==> config.mk <==
export PLATFORM = sky130hd
export DESIGN_NAME = sipo_walk_driver
export DESIGN_NICKNAME = d
export VERILOG_FILES = /design/src/rtl/walk_pkg.sv /design/src/rtl/walk_phase_timer.sv /design/src/rtl/walk_word_reg.sv /design/src/rtl/walk_seq_fsm.sv /design/src/rtl/sipo_walk_driver.sv
export SDC_FILE = /design/constraint.sdc
export NUM_CORES = 1
export LEC_CHECK = 0
export ABC_AREA = 1
export BUFFER_PORTS_ARGS = -buffer_cell sky130_fd_sc_hd__buf_2
export CAP_MARGIN = 20
export CELL_PAD_IN_SITES_DETAIL_PLACEMENT = 1
export CELL_PAD_IN_SITES_GLOBAL_PLACEMENT = 2
export CORE_MARGIN = 2
export CORE_UTILIZATION = 31
export DETAILED_ROUTE_END_ITERATION = 6
export GPL_TIMING_DRIVEN = 0
export PLACE_DENSITY = 0.71
export RECOVER_POWER = 25
export SLEW_MARGIN = 30
export SYNTH_ARGS = -nofsm -noshare
export SYNTH_HDL_FRONTEND = slang
export SYNTH_SLANG_ARGS = --single-unit
==> constraint.sdc <==
create_clock -name clk -period 1.8 [get_ports clk]
set_clock_uncertainty 0.15 [all_clocks]
set_input_delay 0 -clock clk [delete_from_list [all_inputs] [get_ports clk]]
set_output_delay 0 -clock clk [all_outputs]
set_load 0.02 [all_outputs]
==> src/rtl/walk_pkg.sv <==
package walk_pkg;

    typedef enum logic [2:0] {
        PH_IDLE,
        PH_CLR_LO,
        PH_CLR_HI,
        PH_DAT,
        PH_CLK_HI,
        PH_CLK_LO,
        PH_STB_HI,
        PH_STB_LO
    } phase_e;

    typedef struct packed {
        logic clr_n;
        logic data;
        logic shclk;
        logic store;
    } pins_t;

    localparam pins_t PINS_IDLE = 4'b1000;

    // Wire levels that belong to a phase; bitv is the serial bit in flight.
    function automatic pins_t pins_for(input phase_e ph, input logic bitv);
        pins_t p;
        p = PINS_IDLE;
        case (ph)
            PH_CLR_LO: p.clr_n = 1'b0;
            PH_DAT:    p.data  = bitv;
            PH_CLK_HI: begin
                p.data  = bitv;
                p.shclk = 1'b1;
            end
            PH_CLK_LO: p.data  = bitv;
            PH_STB_HI: p.store = 1'b1;
            default:   p = PINS_IDLE;
        endcase
        return p;
    endfunction

endpackage

==> src/rtl/walk_phase_timer.sv <==
module walk_phase_timer #(
    parameter int DIV = 4
) (
    input  logic clk,
    input  logic rst,
    input  logic run,
    output logic tick
);
    localparam int CNT_W = (DIV > 1) ? $clog2(DIV) : 1;
    localparam logic [CNT_W-1:0] LAST = CNT_W'(DIV - 1);

    logic [CNT_W-1:0] cnt;

    always_ff @(posedge clk) begin
        if (rst || !run) begin
            cnt <= '0;
        end else if (cnt == LAST) begin
            cnt <= '0;
        end else begin
            cnt <= cnt + 1'b1;
        end
    end

    assign tick = run && (cnt == LAST);

    // the phase counter never passes its last value
    p_cnt_bound_r2: assert property (@(posedge clk) disable iff (rst)
        int'(cnt) < DIV);

    generate
        if (DIV > 1) begin : g_gap
            // a phase of several cycles never ends on two cycles in a row
            p_tick_gap_r2: assert property (@(posedge clk) disable iff (rst)
                tick |=> !tick);
        end
    endgenerate

endmodule

==> src/rtl/walk_word_reg.sv <==
module walk_word_reg #(
    parameter int WORD_W = 16
) (
    input  logic              clk,
    input  logic              rst,
    input  logic              load,
    input  logic              adv,
    output logic [WORD_W-1:0] word
);
    localparam logic [WORD_W-1:0] FIRST = WORD_W'(1);

    always_ff @(posedge clk) begin
        if (rst || load) begin
            word <= FIRST;
        end else if (adv) begin
            word <= {word[WORD_W-2:0], 1'b0};
        end
    end

    // the test word never carries more than one set bit
    p_single_bit_r6: assert property (@(posedge clk) disable iff (rst)
        $onehot0(word));

    // a fresh launch always begins from bit 0
    p_load_first_r9: assert property (@(posedge clk) disable iff (rst)
        load |=> word[0]);

endmodule

==> src/rtl/walk_seq_fsm.sv <==
module walk_seq_fsm
    import walk_pkg::*;
#(
    parameter int WORD_W = 16
) (
    input  logic              clk,
    input  logic              rst,
    input  logic              start,
    input  logic              tick,
    input  logic [WORD_W-1:0] word,
    output pins_t             pins,
    output logic              done,
    output logic              busy,
    output logic              load_word,
    output logic              adv_word
);
    localparam int BIT_W = (WORD_W > 1) ? $clog2(WORD_W) : 1;
    localparam logic [BIT_W-1:0] LAST_IDX = BIT_W'(WORD_W - 1);

    phase_e           state, nstate;
    logic [BIT_W-1:0] bit_q, nbit;
    logic [BIT_W-1:0] wrd_q, nwrd;
    logic             fin;

    always_comb begin
        nstate    = state;
        nbit      = bit_q;
        nwrd      = wrd_q;
        load_word = 1'b0;
        adv_word  = 1'b0;
        fin       = 1'b0;
        if (state == PH_IDLE) begin
            if (start) begin
                nstate    = PH_CLR_LO;
                nbit      = '0;
                nwrd      = '0;
                load_word = 1'b1;
            end
        end else if (tick) begin
            case (state)
                PH_CLR_LO: nstate = PH_CLR_HI;
                PH_CLR_HI: begin
                    nstate = PH_DAT;
                    nbit   = '0;
                end
                PH_DAT:    nstate = PH_CLK_HI;
                PH_CLK_HI: nstate = PH_CLK_LO;
                PH_CLK_LO: begin
                    if (bit_q == LAST_IDX) begin
                        nstate = PH_STB_HI;
                    end else begin
                        nstate = PH_DAT;
                        nbit   = bit_q + 1'b1;
                    end
                end
                PH_STB_HI: nstate = PH_STB_LO;
                PH_STB_LO: begin
                    adv_word = 1'b1;
                    if (wrd_q == LAST_IDX) begin
                        nstate = PH_IDLE;
                        fin    = 1'b1;
                    end else begin
                        nstate = PH_CLR_LO;
                        nwrd   = wrd_q + 1'b1;
                    end
                end
                default:   nstate = PH_IDLE;
            endcase
        end
    end

    always_ff @(posedge clk) begin
        if (rst) begin
            state <= PH_IDLE;
            bit_q <= '0;
            wrd_q <= '0;
            pins  <= PINS_IDLE;
            done  <= 1'b0;
        end else begin
            state <= nstate;
            bit_q <= nbit;
            wrd_q <= nwrd;
            pins  <= pins_for(nstate, word[nbit]);
            done  <= fin;
        end
    end

    assign busy = (state != PH_IDLE);

    // a start seen mid-sequence between phase ends leaves the phase alone
    p_start_ignored_r8: assert property (@(posedge clk) disable iff (rst)
        (busy && start && !tick) |=> $stable(state));

    // the data bit does not move while the shift clock is high
    p_data_hold_r4: assert property (@(posedge clk) disable iff (rst)
        pins.shclk |-> (pins.data == $past(pins.data)));

    // completion is reported only once the sequencer is back at rest
    p_done_idle_r7: assert property (@(posedge clk) disable iff (rst)
        done |-> (state == PH_IDLE));

    // a clear phase is always followed by the released-clear phase
    p_clr_order_r3: assert property (@(posedge clk) disable iff (rst)
        (state == PH_CLR_LO && tick) |=> (state == PH_CLR_HI));

endmodule

==> src/rtl/sipo_walk_driver.sv <==
module sipo_walk_driver
    import walk_pkg::*;
#(
    parameter int WORD_W = 16,
    parameter int DIV    = 4
) (
    input  logic clk,
    input  logic rst,
    input  logic start,
    output logic clr_n,
    output logic ser_data,
    output logic shift_clk,
    output logic store,
    output logic done
);
    logic              tick;
    logic              busy;
    logic              load_word;
    logic              adv_word;
    logic [WORD_W-1:0] word;
    pins_t             pins;

    walk_phase_timer #(.DIV(DIV)) u_timer (
        .clk  (clk),
        .rst  (rst),
        .run  (busy),
        .tick (tick)
    );

    walk_word_reg #(.WORD_W(WORD_W)) u_word (
        .clk  (clk),
        .rst  (rst),
        .load (load_word),
        .adv  (adv_word),
        .word (word)
    );

    walk_seq_fsm #(.WORD_W(WORD_W)) u_seq (
        .clk       (clk),
        .rst       (rst),
        .start     (start),
        .tick      (tick),
        .word      (word),
        .pins      (pins),
        .done      (done),
        .busy      (busy),
        .load_word (load_word),
        .adv_word  (adv_word)
    );

    assign clr_n     = pins.clr_n;
    assign ser_data  = pins.data;
    assign shift_clk = pins.shclk;
    assign store     = pins.store;

    // shifting and latching never overlap
    p_clk_store_excl_r10: assert property (@(posedge clk) disable iff (rst)
        !(shift_clk && store));

    // clear is released whenever a clock or strobe edge is offered
    p_clr_released_r10: assert property (@(posedge clk) disable iff (rst)
        (shift_clk || store) |-> clr_n);

    // the completion flag is a single-cycle pulse
    p_done_pulse_r7: assert property (@(posedge clk) disable iff (rst)
        done |=> !done);

    // completion leaves the wires at their rest levels
    p_done_rest_r1: assert property (@(posedge clk) disable iff (rst)
        done |-> (clr_n && !ser_data && !shift_clk && !store));

endmodule

=== Word-level counts from Yosys, hierarchy flattened ===
Cells that the tools add are included.

* Word-level logic and storage cells: 74
* Bits of input ports: 3
* Output and inout port bits: 5
* Flip-flop bits (word level): 34

* $lt $le $gt $ge: 1
* Reduce and logical (&&, ||, !) cells: 13
* Mux-type cells: 27
* Bitwise logic cells: 3
* Equality and inequality tests: 17
* $add $sub $neg: 3

{| class="wikitable"
|+ Operator list
! kind !! count
|-
| two-way mux 4 bit || 9
|-
| equality test 3 bit (second input constant) || 7
|-
| case mux 3 bit (7 select lines) || 1
|-
| two-way mux 3 bit || 4
|-
| two-way mux 1 bit || 11
|-
| equality test 3 x 2 -> 1 bit (second input constant) || 3
|-
| adder 4 x 1 -> 4 bit (second input constant) || 2
|-
| equality test 4 bit (second input constant) || 2
|-
| case mux 4 bit (2 select lines) || 1
|-
| equality test 3 x 1 -> 1 bit (second input constant) || 2
|-
| less-than comparator 4 x 5 -> 1 bit (second input constant) || 1
|-
| binary-select mux 1 bit (select 4 bit) || 1
|-
| AND reduction 4 bit || 1
|-
| nonzero test 2 bit || 2
|-
| OR reduction 2 bit || 2
|-
| OR reduction 4 bit || 1
|-
| zero test 3 bit || 1
|-
| NOT 1 bit || 3
|-
| nonzero test 3 bit || 1
|-
| OR reduction 3 bit || 1
|-
| adder 2 x 1 -> 2 bit (second input constant) || 1
|-
| equality test 2 bit (second input constant) || 1
|-
| logical OR 1 bit || 2
|-
| inequality test 2 x 1 -> 1 bit (second input constant) || 1
|-
| other kinds (3) || 3
|}

=== Longest topological paths before layout ===
* Depth in word-level cells: 9
* Gate-level depth with buffers: 16
* Gate-level depth less buffers: 16

=== Hierarchy ===
Synthesis repeated with hierarchy kept, for this count alone.

* Cell total of the unflattened synthesis: 282
* Area total of the unflattened synthesis: 1839.3 um^2

{| class="wikitable"
|+ By module, submodules not included
! module !! cells an instance !! area each (um^2) !! instances !! sequential area each (um^2)
|-
| walk_seq_fsm || 174 || 1078.5 || 1 || 320.3
|-
| walk_word_reg || 97 || 671.9 || 1 || 320.3
|-
| walk_phase_timer || 11 || 88.8 || 1 || 40.0
|}

=== Worst setup path before layout ===
Ideal clock, no wire load.

* Path kind: register to register
* From: register u_seq.state[0]
* To: register, netlist name u_seq.pins[2]
* Data required time: 1.535 ns
* Path buffers: 0
* Data arrival time: 1.563 ns
* Clock period less this slack: 1.828 ns
* Library setup time: 0.115 ns
* Cell stages (with the launch flop): 13
* Path slack: -0.028 ns
* Cell sequence: dfxtp_1 inv_1 ha_1 inv_1 nor2_4 nor2_8 nand4_4 nand2_4 nand2_1 nand3_1 nand3_1 a21oi_1 nor2_1

* Cells in the longest elaborated chain, start to end: 8
* Elaborated cells on any way between the ends: 25
* Those cells by class: eq/ne: 10; mux: 9; bitwise: 1; reduce/logical: 5

{| class="wikitable"
|+ RTL lines
! element !! line !! source
|-
| start, declared || walk_seq_fsm.sv:20 || <nowiki>phase_e state, nstate;</nowiki>
|-
| start signal, assigned || walk_seq_fsm.sv:80 || <nowiki>state <= nstate;</nowiki>
|-
| equality test 3 bit (tied with other cells) || walk_seq_fsm.sv:40 || <nowiki>case (state)</nowiki>
|-
| case mux 3 bit (7 select lines) or logical AND 1 bit (tied branches) || walk_seq_fsm.sv:40, walk_phase_timer.sv:24 ||
|-
| two-way mux 3 bit || walk_seq_fsm.sv:39 || <nowiki>end else if (tick) begin</nowiki>
|-
| two-way mux 3 bit || walk_seq_fsm.sv:32 || <nowiki>if (state == PH_IDLE) begin</nowiki>
|-
| equality test 3 x 2 -> 1 bit or equality test 3 bit (tied branches) || walk_pkg.sv:27 || <nowiki>case (ph)</nowiki>
|-
| OR reduction 3 bit (no source line) || n/a ||
|-
| NOT 1 bit (no source line) || n/a ||
|-
| OR reduction 2 bit (no source line) || n/a ||
|}

Several ways; a longest one is shown, not always the timed one. The select of a mux whose other input is x is not followed.
A chain may end at the register's enable or synchronous reset.

=== Final worst setup path ===
* From: register u_seq.state[0]
* To: register, netlist name u_seq.pins[2]

* Cells in the longest elaborated chain, start to end: 8
* Elaborated cells on any way between the ends: 25
* Those cells by class: eq/ne: 10; mux: 9; bitwise: 1; reduce/logical: 5

{| class="wikitable"
|+ RTL lines
! element !! line
|-
| equality test 3 bit (tied with other cells) || walk_seq_fsm.sv:40
|-
| case mux 3 bit (7 select lines) or logical AND 1 bit (tied branches) || walk_seq_fsm.sv:40, walk_phase_timer.sv:24
|-
| two-way mux 3 bit || walk_seq_fsm.sv:39
|-
| two-way mux 3 bit || walk_seq_fsm.sv:32
|-
| equality test 3 x 2 -> 1 bit or equality test 3 bit (tied branches) || walk_pkg.sv:27
|-
| OR reduction 3 bit (no source line) || n/a
|-
| NOT 1 bit (no source line) || n/a
|-
| OR reduction 2 bit (no source line) || n/a
|}

Several ways; a longest one is shown, not always the timed one. The select of a mux whose other input is x is not followed.

==> flow_summary.yaml <==
run_status:
  status: "finished, violations left"
  violations: "negative setup slack"
logic_synthesis:
  ys_warn_count: 0
  ys_ff_latch: 34
  ys.flop_type: "dfxtp_1"
  netlist_instances: 240
  syn_area_mm2: 0.001739
  yosysUniqueCellTypes: 22
  synth_nets: 250
  synth_area_per_cell_um2: 7.247
  async_reset_ff_share_pct: 0
  synth_seq_area_share_pct: 39.14
  synth-edff-count: 0
finish:
  layout.nets: 287
  drive_above_1_share_pct: 41.01
  fin_cells: 350
  fillers: 685
  area_growth_pct: 41.01
  num_antenna_cells: 0
  finalInstanceArea_mm2: 0.002452
worst_setup_path:
  arrival_ps: 2020
  path_max_fanout: 8
  crit_required_ps: 1840
  endpoint_kind: "flip-flop"
  rrSetupSlack_ps: -180
  startpoint_type: "flip-flop"
  crit_type: "flip-flop to flip-flop"
sta:
  drv_slew: 0
  whs_ps: 289.6
  period_share_pct: 110.0
  max_clock_freq_mhz: 505.1
  max_slew_margin_pct: 58.13
  worstMarginPinSlew_ps: 628.1
  finalSetupViolations: 11
  setup_slack_ps: -179.9
  rsz0062_at_grt: "true"
  fin_crit_ps: 1980
  hold_viol: 0
cts:
  clock-root-buffer: "clkbuf_8"
  cts_tree: "yes"
  htree_num_levels: 2
  clkLatencyLatePin_ps: 290
  cts_buffer_depth: 2
  cts_buffers: 5
  clkTransAtPathRegs_ps: 80
  cts.sinks: 34
drt:
  route.detailed.drc: 0
  routedWlPerCell_um: 13.59
  num_vias: 1676
  postRouteWirelength_um: 4755
  drt-vias-per-instance: 4.789
  firstDrtPassIters: 4
  antenna_left: 0
  drt_iter0_drc: 60
min_path:
  min_path_type: "flip-flop to flip-flop"
die:
  start_util_pct: 31.78
  die_x_um: 78.90
  num_io_pins: 8
  rows: 27
  core_mm2: 0.005473
  fp.dieH_um: 78.90
  die_area_mm2: 0.006225
run:
  max_cap_viol_count: 0
placed_design:
  gp_congestion: 0.6973
  post-place-ws_ps: -351.9
  port_buffers: 7
  dp_hpwl_um: 3243
  place_inst: 319
  place_area_mm2: 0.001876
global_route:
  grt_max_degree: 12
  grt.total_usage_pct: 16.08
  globalRouteOverflowTotal: 0
  grt_pass1_vias: 1623
  grt_pass1_wl_um: 7769
  antenna_found_initial: 0
pwr:
  p_leak_nw: 0.9799
  ir_worst_vdd_mv: 0.3242
  power.density_mw_per_mm2: 615.1
  p_total_mw: 1.508
## per-layer routing
metal  wire [um]  vias up  GRT usage, %
met2        2398       15         26.67
met5           0        -             0
li1            -      854             -
met3         103        8         3.523
met1        2180      799         21.04
met4          73        0         4.655
## where the power goes
group,switching (mW),internal [mW]
combinational,0.0794,0.0635
clock,0.297,0.308
sequential,0.00471,0.756
total,0.381,1.13
## placed cells by master (no fill, tap or decap), drive strengths merged
cell type,netlist,routed
clkinv,1,2
nor2,21,21
nor3,4,4
nand2,45,46
xnor2,2,2
ha,7,7
nand3,31,31
dfxtp,34,34
a21oi,24,24
o211ai,3,3
clkinvlp,0,1
nand4,1,1
o21ai,21,21
clkbuf,5,15
dlygate4sd3,0,2
inv,41,41
buf,0,23
## stage by stage
step                      utilization [%]  setup TNS (ps)
after floorplan                         -               0
after global placement              34.27           -4376
after detailed placement            34.27           -4656
after CTS                           40.21          -728.4
after global routing                44.81           -3332
final                               44.81           -1422
## logic make-up after synthesis
| group | after synthesis | share of synthesized area, % |
|---|---|---|
| AO/OA/AOI/OAI | 48 | 14.46 |
| AND/OR/NAND/NOR | 102 | 29.93 |
| XOR/XNOR | 2 | 1.007 |
| adder cells (fa/ha/maj) | 7 | 5.036 |
| buffers and inverters | 47 | 10.43 |
| flip-flops | 34 | 39.14 |
## worst max-delay path, stage by stage, from the launching register on
cell and delay (ps):
dfxtp_4 370, inv_4 40, ha_4 150, inv_2 60
nor2_4 70, nor2_8 220, nand4_4 240, nand2_8 180
nand2_4 60, nand3_2 70, nand3_2 70, nand2_1 70
nand2_1 50, nand2_1 60, nor2_1 40
## Yosys cell counts (3+ instances only)
cell type / n / area, um2
inv_1: 40 / 150.1
clkbuf_1: 5 / 18.77
dfxtp_1: 34 / 680.7
o211ai_1: 3 / 22.52
nand2_4: 5 / 56.30
nand2_2: 4 / 25.02
a21oi_1: 24 / 120.1
o21ai_0: 19 / 95.09
nor3_1: 4 / 20.02
nand3_1: 30 / 150.1
ha_1: 7 / 87.58
nand2_1: 36 / 135.1
nor2_1: 19 / 71.32
## path summary, 6_finish.rpt
path,from,endpoint,depth (start not counted)
max,u_seq.state[0],u_seq.pins[2],14
min,u_timer.cnt[0],u_timer.cnt[0],1
max reg2reg,u_seq.state[0],u_seq.pins[2],14
min reg2reg,u_timer.cnt[0],u_timer.cnt[0],1
## flip-flops by register name, summed over array words and instances, names as in the netlist
register	count
u_seq.bit_q	4
u_seq.pins	4
u_word.word	16
u_timer.cnt	2
u_seq.done	1
u_seq.state	3
u_seq.wrd_q	4
## layout make-up
class	instances	area (um2)	share of cell area [%]
Clock buffer	6	82.58	3.367
Buffer	5	32.53	1.327
Tap cell	72	90.09	3.673
Clock inverter	2	12.51	0.5102
Multi-Input combinational cell	160	1152	46.99
Sequential cell	34	691.9	28.21
Inverter	42	175.2	7.143
Timing Repair Buffer	29	215.2	8.776
## repair_timing
item,CTS,global route
hold buffers,2,0
gates cloned,1,0
endpoints found under the hold margin,7,0
endpoints found under the setup margin,25,23
pin swaps,14,22
buffers inserted,13,7
resized for setup,33,63
Power figures use the tool's default switching activity.
